## src/rtl/alm_pkg.sv

```systemverilog
package alm_pkg;
  localparam int ALM_W   = 30;
  localparam int CMP_W   = 26;
  localparam int FIELDS  = 4;
  localparam int EN_LSB  = CMP_W;
  localparam int TIME_W  = 20;
  localparam int DAY_W   = CMP_W - TIME_W;
  localparam int SEC_W   = 7;
  localparam int ST_N    = 2;
  localparam int ST_ALM  = 0;
  localparam int ST_UPD  = 1;

  // Bits of the compared word that belong to field idx (0 sec .. 3 day).
  function automatic logic [CMP_W-1:0] fld_mask(input int idx);
    case (idx)
      0:       fld_mask = 26'h000007F;
      1:       fld_mask = 26'h0003F80;
      2:       fld_mask = 26'h00FC000;
      default: fld_mask = 26'h3F00000;
    endcase
  endfunction
endpackage

```

## src/rtl/alm_loader.sv

```systemverilog
module alm_loader
  import alm_pkg::*;
#(
  parameter int LOAD_LAT = 3
) (
  input  logic             clk,
  input  logic             rst_n,
  input  logic             wr,
  input  logic [ALM_W-1:0] wdata,
  output logic [ALM_W-1:0] active,
  output logic             busy
);
  localparam int CNT_W = $clog2(LOAD_LAT + 1);

  logic [CNT_W-1:0] cnt_q;
  logic [ALM_W-1:0] stage_q;
  logic [ALM_W-1:0] act_q;

  always_ff @(posedge clk) begin
    if (!rst_n) begin
      cnt_q   <= '0;
      stage_q <= '0;
      act_q   <= '0;
    end else if (wr) begin
      stage_q <= wdata;
      cnt_q   <= CNT_W'(LOAD_LAT);
    end else if (cnt_q != '0) begin
      cnt_q <= cnt_q - 1'b1;
      if (cnt_q == CNT_W'(1)) act_q <= stage_q;
    end
  end

  assign active = act_q;
  assign busy   = (cnt_q != '0);


  load_busy_chk: assert property (@(posedge clk) disable iff (!rst_n)
    wr |=> busy);

  idle_hold_chk: assert property (@(posedge clk) disable iff (!rst_n)
    (!busy && !wr) |=> $stable(active));
endmodule

```

## src/rtl/alm_match.sv

```systemverilog
module alm_match
  import alm_pkg::*;
(
  input  logic             tick,
  input  logic [ALM_W-1:0] alarm,
  input  logic [CMP_W-1:0] now,
  output logic             hit
);
  logic [FIELDS-1:0] fld_ok;
  logic [FIELDS-1:0] en;

  assign en = alarm[EN_LSB +: FIELDS];

  for (genvar g = 0; g < FIELDS; g++) begin : g_fld
    assign fld_ok[g] = !en[g] ||
      (((alarm[CMP_W-1:0] ^ now) & fld_mask(g)) == '0);
  end

  assign hit = tick && (en != '0) && (&fld_ok);
endmodule

```

## src/rtl/upd_gen.sv

```systemverilog
module upd_gen
  import alm_pkg::*;
(
  input  logic             tick,
  input  logic             per_sec,
  input  logic [SEC_W-1:0] sec_bcd,
  output logic             evt
);
  assign evt = tick && (per_sec || (sec_bcd == '0));
endmodule

```

## src/rtl/sticky_status.sv

```systemverilog
module sticky_status #(
  parameter int N = 2
) (
  input  logic         clk,
  input  logic         rst_n,
  input  logic [N-1:0] set,
  input  logic         clr_wr,
  input  logic [N-1:0] clr_mask,
  output logic [N-1:0] q
);
  for (genvar i = 0; i < N; i++) begin : g_bit
    logic q_r;
    always_ff @(posedge clk) begin
      if (!rst_n)                       q_r <= 1'b0;
      else if (set[i])                  q_r <= 1'b1;
      else if (clr_wr && clr_mask[i])   q_r <= 1'b0;
    end
    assign q[i] = q_r;


    sticky_hold_chk: assert property (@(posedge clk) disable iff (!rst_n)
      (q[i] && !(clr_wr && clr_mask[i])) |=> q[i]);

    set_wins_chk: assert property (@(posedge clk) disable iff (!rst_n)
      set[i] |=> q[i]);
  end
endmodule

```

## src/rtl/alarm_evt_unit.sv

```systemverilog
module alarm_evt_unit
  import alm_pkg::*;
#(
  parameter int LOAD_LAT = 3
) (
  input  logic              clk,
  input  logic              rst_n,
  input  logic              sec_tick,
  input  logic [TIME_W-1:0] time_bcd,
  input  logic [DAY_W-1:0]  mday_bcd,
  input  logic [ALM_W-1:0]  alarm_wdata,
  input  logic              alarm_wr,
  input  logic              upd_int_en,
  input  logic              upd_per_sec,
  input  logic              clr_wr,
  input  logic [ST_N-1:0]   clr_mask,
  output logic [ST_N-1:0]   status,
  output logic              irq,
  output logic              alarm_busy
);
  logic [ALM_W-1:0] act_alarm;
  logic             alm_hit;
  logic             upd_evt;
  logic [ST_N-1:0]  st_set;

  alm_loader #(.LOAD_LAT(LOAD_LAT)) u_load (
    .clk(clk), .rst_n(rst_n), .wr(alarm_wr), .wdata(alarm_wdata),
    .active(act_alarm), .busy(alarm_busy)
  );

  alm_match u_match (
    .tick(sec_tick), .alarm(act_alarm), .now({mday_bcd, time_bcd}),
    .hit(alm_hit)
  );

  upd_gen u_upd (
    .tick(sec_tick), .per_sec(upd_per_sec), .sec_bcd(time_bcd[SEC_W-1:0]),
    .evt(upd_evt)
  );

  always_comb begin
    st_set         = '0;
    st_set[ST_ALM] = alm_hit;
    st_set[ST_UPD] = upd_evt;
  end

  sticky_status #(.N(ST_N)) u_stat (
    .clk(clk), .rst_n(rst_n), .set(st_set), .clr_wr(clr_wr),
    .clr_mask(clr_mask), .q(status)
  );

  assign irq = status[ST_ALM] | (status[ST_UPD] & upd_int_en);


  alm_tick_only_chk: assert property (@(posedge clk) disable iff (!rst_n)
    $rose(status[ST_ALM]) |-> $past(sec_tick));

  alm_need_en_chk: assert property (@(posedge clk) disable iff (!rst_n)
    $rose(status[ST_ALM]) |-> ($past(act_alarm[EN_LSB +: FIELDS]) != '0));

  upd_tick_only_chk: assert property (@(posedge clk) disable iff (!rst_n)
    $rose(status[ST_UPD]) |-> $past(sec_tick));
endmodule

```

## config.mk

```make
export PLATFORM = sky130hd
export DESIGN_NAME = alarm_evt_unit
export DESIGN_NICKNAME = d
export VERILOG_FILES = /design/src/rtl/alm_pkg.sv /design/src/rtl/alm_loader.sv /design/src/rtl/alm_match.sv /design/src/rtl/upd_gen.sv /design/src/rtl/sticky_status.sv /design/src/rtl/alarm_evt_unit.sv
export SDC_FILE = /design/constraint.sdc
export NUM_CORES = 1
export LEC_CHECK = 0
export ABC_AREA = 0
export ABC_CLOCK_PERIOD_IN_PS = 1700
export BUFFER_PORTS_ARGS = -buffer_cell sky130_fd_sc_hd__buf_2
export CORE_ASPECT_RATIO = 0.7
export CORE_UTILIZATION = 51
export CTS_BUF_LIST = sky130_fd_sc_hd__clkbuf_8
export CTS_CLUSTER_SIZE = 30
export DETAILED_ROUTE_END_ITERATION = 16
export GPL_TIMING_DRIVEN = 0
export PLACE_DENSITY_LB_ADDON = 0.05
export SYNTH_ARGS = -nofsm -noshare
export SYNTH_HDL_FRONTEND = slang
export SYNTH_SLANG_ARGS = --single-unit
```

## constraint.sdc

```tcl
create_clock -name clk -period 1.7 [get_ports clk]
set_input_delay 0.255 -clock clk [delete_from_list [all_inputs] [get_ports clk]]
set_output_delay 0.255 -clock clk [all_outputs]
set_load 0.02 [all_outputs]
```

After elaboration in Yosys (flattened, before gate mapping). Cells that the tools add are included.

Flip-flop bits (word level): 64. Input port bits: 65. Output and inout bits: 4.

$add $sub $neg: 1. Eq/ne operators: 1. Multiplexer cells: 6. Bitwise gates (word level): 4. Reductions and logical operators: 26.

Operators with widths (count): $logic_not A26 Y1 (4); $xor A26 B26 Y26 (1); $reduce_bool A2 Y1 (4); $logic_not A7 Y1 (1); $logic_and A1 B1 Y1 (5); $logic_or A1 B1 Y1 (5); $logic_not A1 Y1 (4); $mux W1 (4); $mux W2 (2); $reduce_and A4 Y1 (1); $reduce_bool A4 Y1 (1); $reduce_and A3 Y1 (1); $eq A2 B1 Y1 const B (1); $sub A2 B1 Y2 const B (1); $and A1 B1 Y1 (1); $not A1 Y1 (1); $or A1 B1 Y1 (1).

Logic depth before layout (Yosys ltp).
Depth after elaboration: 6. Gate-level depth with buffers: 7.

Cells and area by module. From an unflattened synthesis, not the netlist that was laid out.

Cell total of the unflattened synthesis: 295. Area, all modules: 2782.7 µm².

Modules (own cells, without submodules): alm_loader (times used 1, cells an instance 242, area each 2349.8 µm²); alm_match (times used 1, cells an instance 39, area each 310.3 µm²); sticky_status (times used 1, cells an instance 10, area each 85.1 µm²); upd_gen (times used 1, cells an instance 3, area each 30.0 µm²); alarm_evt_unit (times used 1, cells an instance 1, area each 7.5 µm²).

Worst setup path before layout. Ideal clock, no wire load.

Kind: flip-flop to flip-flop. Start: reg u_load.cnt_q[0]. End: reg u_load.act_q[0] (netlist: u_load.active[0]). Library setup time: 0.076 ns. Arrival: 1.209 ns. Setup slack: 0.415 ns. Stages on the path, launching flop included: 8. Buffers on the path: 1. Period minus slack after synthesis: 1.285 ns. Path through: dfxtp_1 > inv_1 > ha_1 > nor2_1 > and2_1 > buf_2 > nand2_1 > a21boi_0.

Longest elaborated chain between the ends: 2. Elaborated cells between the ends (all ways): 3. Classes of those cells: 1 x eq/ne; 2 x reduce/logical.

Ends and longest elaborated chain: start: declaration (line alm_loader.sv:15) `logic [CNT_W-1:0] cnt_q;`; start signal: assignment (line alm_loader.sv:26) `cnt_q <= CNT_W'(LOAD_LAT);`; start signal: assignment (line alm_loader.sv:28) `cnt_q <= cnt_q - 1'b1;`; $eq A2 B1 Y1 / $reduce_bool A2 Y1 (equally long branches) (line alm_loader.sv:29, alm_loader.sv:27); $reduce_and A3 Y1 (no source line) *; end signal: assignment (line alm_loader.sv:29) `if (cnt_q == CNT_W'(1)) act_q <= stage_q;`; end: declaration (line alm_loader.sv:17) `logic [ALM_W-1:0] act_q;`.

Mark *: on every way between the ends. The rest lies on a longest branch, timed or not. A chain may end at the register's enable or synchronous reset.

Worst setup path after layout.
Start: reg u_load.cnt_q[0]. End: out alarm_busy.

Longest elaborated chain between the ends: 1.

Ends and longest elaborated chain: $reduce_bool A2 Y1 (line alm_loader.sv:34) `assign busy = (cnt_q != '0);`; end: declaration (line alarm_evt_unit.sv:19) `output logic alarm_busy`.

No other way between the ends.

==> results.yml <==
status:
  status: "complete, no violations"
cts:
  cts_tree: "yes"
  h-tree-depth: 3
  clk_pin_slew_worst_paths_ns: 0.07
  insertion_delay_ns: 0.33
  post-cts-setup-buffer-count: 0
  cts_root_buf: "clkbuf_8"
  numCtsBuffers: 9
  cts_buffer_depth: 2
  clock-sinks: 64
drt:
  antenna_left: 0
  drt-pass1-iter-count: 4
  drc: 0
  viasPerCell: 4.720
  drtIter0Drc: 56
  routedWlPerCell_um: 12.30
  routed-via-count: 2091
  wirelength_um: 5447
pwr:
  p_clk_share_pct: 38.7
  p_leak_nw: 1.410
  p_switching_uw: 742.3
  intPower_mw: 2.439
  power.density_nw_per_um2: 946.5
  pwr-share-seq_pct: 50.1
  combPwrFrac_pct: 11.1
  power.total_mw: 3.181
  ir_drop_v: 0.0007711
  p_sw_share_pct: 23.34
placed_design:
  portBuffers: 66
  placed_area_um2: 3173
  gp_congestion: 0.7297
  placedCellCount: 428
  post-dp-hpwl_um: 4073
sta:
  hold_viol: 0
  final.setup_skew_ns: 0.006049
  tightest_slew_ns: 0.5312
  finalCritPeriodShare_pct: 89.74
  setup_viol_count_final: 0
  period_needed_ns: 1.526
  slew_headroom_pct: 64.12
  max_freq_mhz: 655.5
  setup_tns_ns: 0
  rsz0062_at_grt: "no"
  finalMaxSlewViolations: 0
cells_and_area:
  final_cells: 443
  stdcell_area_um2: 3361
  num_antenna_cells: 0
  final_cell_mix: "73 x buf_2, 65 x nand2_1, 64 x dfxtp_1"
  synthToLayoutAreaGrowth_pct: 21.92
  drive_gt1_share_pct: 24.33
  num-nets-final: 437
  final_common_cell: "buf_2"
global_routing:
  grt_util_all_layers_pct: 21.11
  antenna_found_initial: 0
  grt.overflow.total: 0
  grt_pass1_vias: 2037
  grt_first_pass_wirelength_um: 9287
  grt_max_degree: 11
floorplanning:
  die_y_um: 63.51
  start_util_pct: 55.21
  ios: 69
  row_count: 21
  die_area_um2: 5708
  die_w_um: 89.87
  core_area_um2: 4992
yosys:
  synth_top_cell_area_share_pct: 46.48
  synthCells: 293
  synth_seq_cells: 64
  ys.flop_type: "dfxtp_1"
  syn_area_per_cell_um2: 9.407
  syn-cell-area_um2: 2756
  yosys_warnings: 0
  synth_edf_count: 0
  async_flop_share_pct: 0
  synth_top_cell_by_area: "dfxtp_1"
  synth.area.top_cells: "dfxtp_1 46%, mux2i_1 11%, nand2_1 8.9%"
  syn_nets: 360
  seq_area_frac_synth_pct: 46.48
  yosysUniqueCellTypes: 27
critical_path:
  rr_endpoint: "u_load.active[0]"
  reg2regPathDepth: 7
  worstSetupPathType: "flip-flop to primary output"
  cp.arrival_ns: 1.27
  endpoint_kind: "primary output"
  ff2ff_setup_slack_ns: 0.19
  path_max_fanout: 3
  crit_path_max_incr_delay_ns: 0.36
  path_cells: "inv_1 > ha_1 > inv_1 > buf_2"
  crit_slowest_cell: "dfxtp_1"
  start_kind: "flip-flop"
  r2r-start: "u_load.cnt_q[0]"
  cp.required_ns: 1.44
  crit_top_cell: "inv_1"
worst_hold_path:
  hold_start: "alarm_wdata[23]"
  hold_depth: 3
  hp-class: "input port to flip-flop"
  hold-path-endpoint: "u_load.stage_q[23]"
run:
  max-cap-violations: 0
-- power by group through the flow --
stage | clock (mW) | sequential (mW) | combinational (mW)
5_1_grt | 1.34 | 1.60 | 0.399
4_1_cts | 1.26 | 1.59 | 0.359
2_1_floorplan | 0 | 1.62 | 0.226
3_5_place_dp | 0 | 1.63 | 0.358
3_3_place_gp | 0 | 1.63 | 0.352
6_report | 1.23 | 1.59 | 0.355
-- through the flow --
step,utilization (%),worst slack [ns],hold slack (ns)
2_1_floorplan,-,0.4152,0.4083
3_3_place_gp,63.56,0.2649,0.4501
3_5_place_dp,63.56,0.1749,0.4535
4_1_cts,67.29,0.1525,0.1615
5_1_grt,67.32,0.0009055,0.1786
6_report,67.32,0.1745,0.1749
-- cell usage after synthesis, types with 2 or more instances --
master / n
o31ai_1: 2
o21a_1: 2
nand4_1: 6
xnor2_1: 20
nand2_1: 65
nor2b_1: 30
buf_2: 7
a21boi_0: 30
xor2_1: 7
mux2i_1: 31
dfxtp_1: 64
inv_1: 3
ha_1: 2
clkbuf_1: 10
buf_4: 2
-- timing repair --
item                                    CTS  global route
resized for setup                         0             2
endpoints found under the setup margin    0             2
hold buffers                              0             0
-- sequential cells by signal, summed over array words and instances, names as in the netlist --
signal,flops
u_load.active,30
u_stat.g_bit.q_r,2
u_load.cnt_q,2
u_load.stage_q,30
-- routing by layer --
layer / track usage, % / wire length [um]
met3: 8.333 / 312
met1: 27.45 / 2734
met2: 32.21 / 2351
met4: 6.653 / 49
met5: 0 / 0
-- how the worst max path moves through the flow --
stage	start	to	slack (ns)	depth (start not counted)
2_1_floorplan	u_load.cnt_q[0]	u_load.active[0]	0.42	7
3_3_place_gp	u_load.cnt_q[0]	u_load.active[8]	0.26	7
3_5_place_dp	u_load.cnt_q[1]	u_load.active[14]	0.17	7
4_1_cts	u_load.cnt_q[0]	alarm_busy	0.15	4
5_1_grt	u_load.cnt_q[0]	u_load.active[23]	0.0009	7
6_report	u_load.cnt_q[0]	alarm_busy	0.17	4
-- critical path: cells and delay by family, from the launching register on --
family	cells	cell delay, ns
adders and majority gates	1	0.23
buffers and inverters	3	0.34
DFF	1	0.36
-- kinds of logic after synthesis --
| family | share of synthesized area, % |
|---|---|
| simple gates | 18.47 |
| flops | 46.48 |
| compound gates | 10.71 |
| mux | 11.26 |
| xor+xnor | 8.579 |
| buf+inv | 3.586 |
| fa+ha+maj | 0.9077 |
-- final cells by class --
type | instances | area, um2
Buffer | 19 | 88.84
Clock buffer | 10 | 137.6
Clock inverter | 5 | 48.80
Fill cell | 447 | 1632
Inverter | 3 | 11.26
Multi-Input combinational cell | 207 | 1376
Sequential cell | 64 | 1281
Tap cell | 69 | 86.33
Timing Repair Buffer | 66 | 330.3
(Power assumes the default switching activity.)
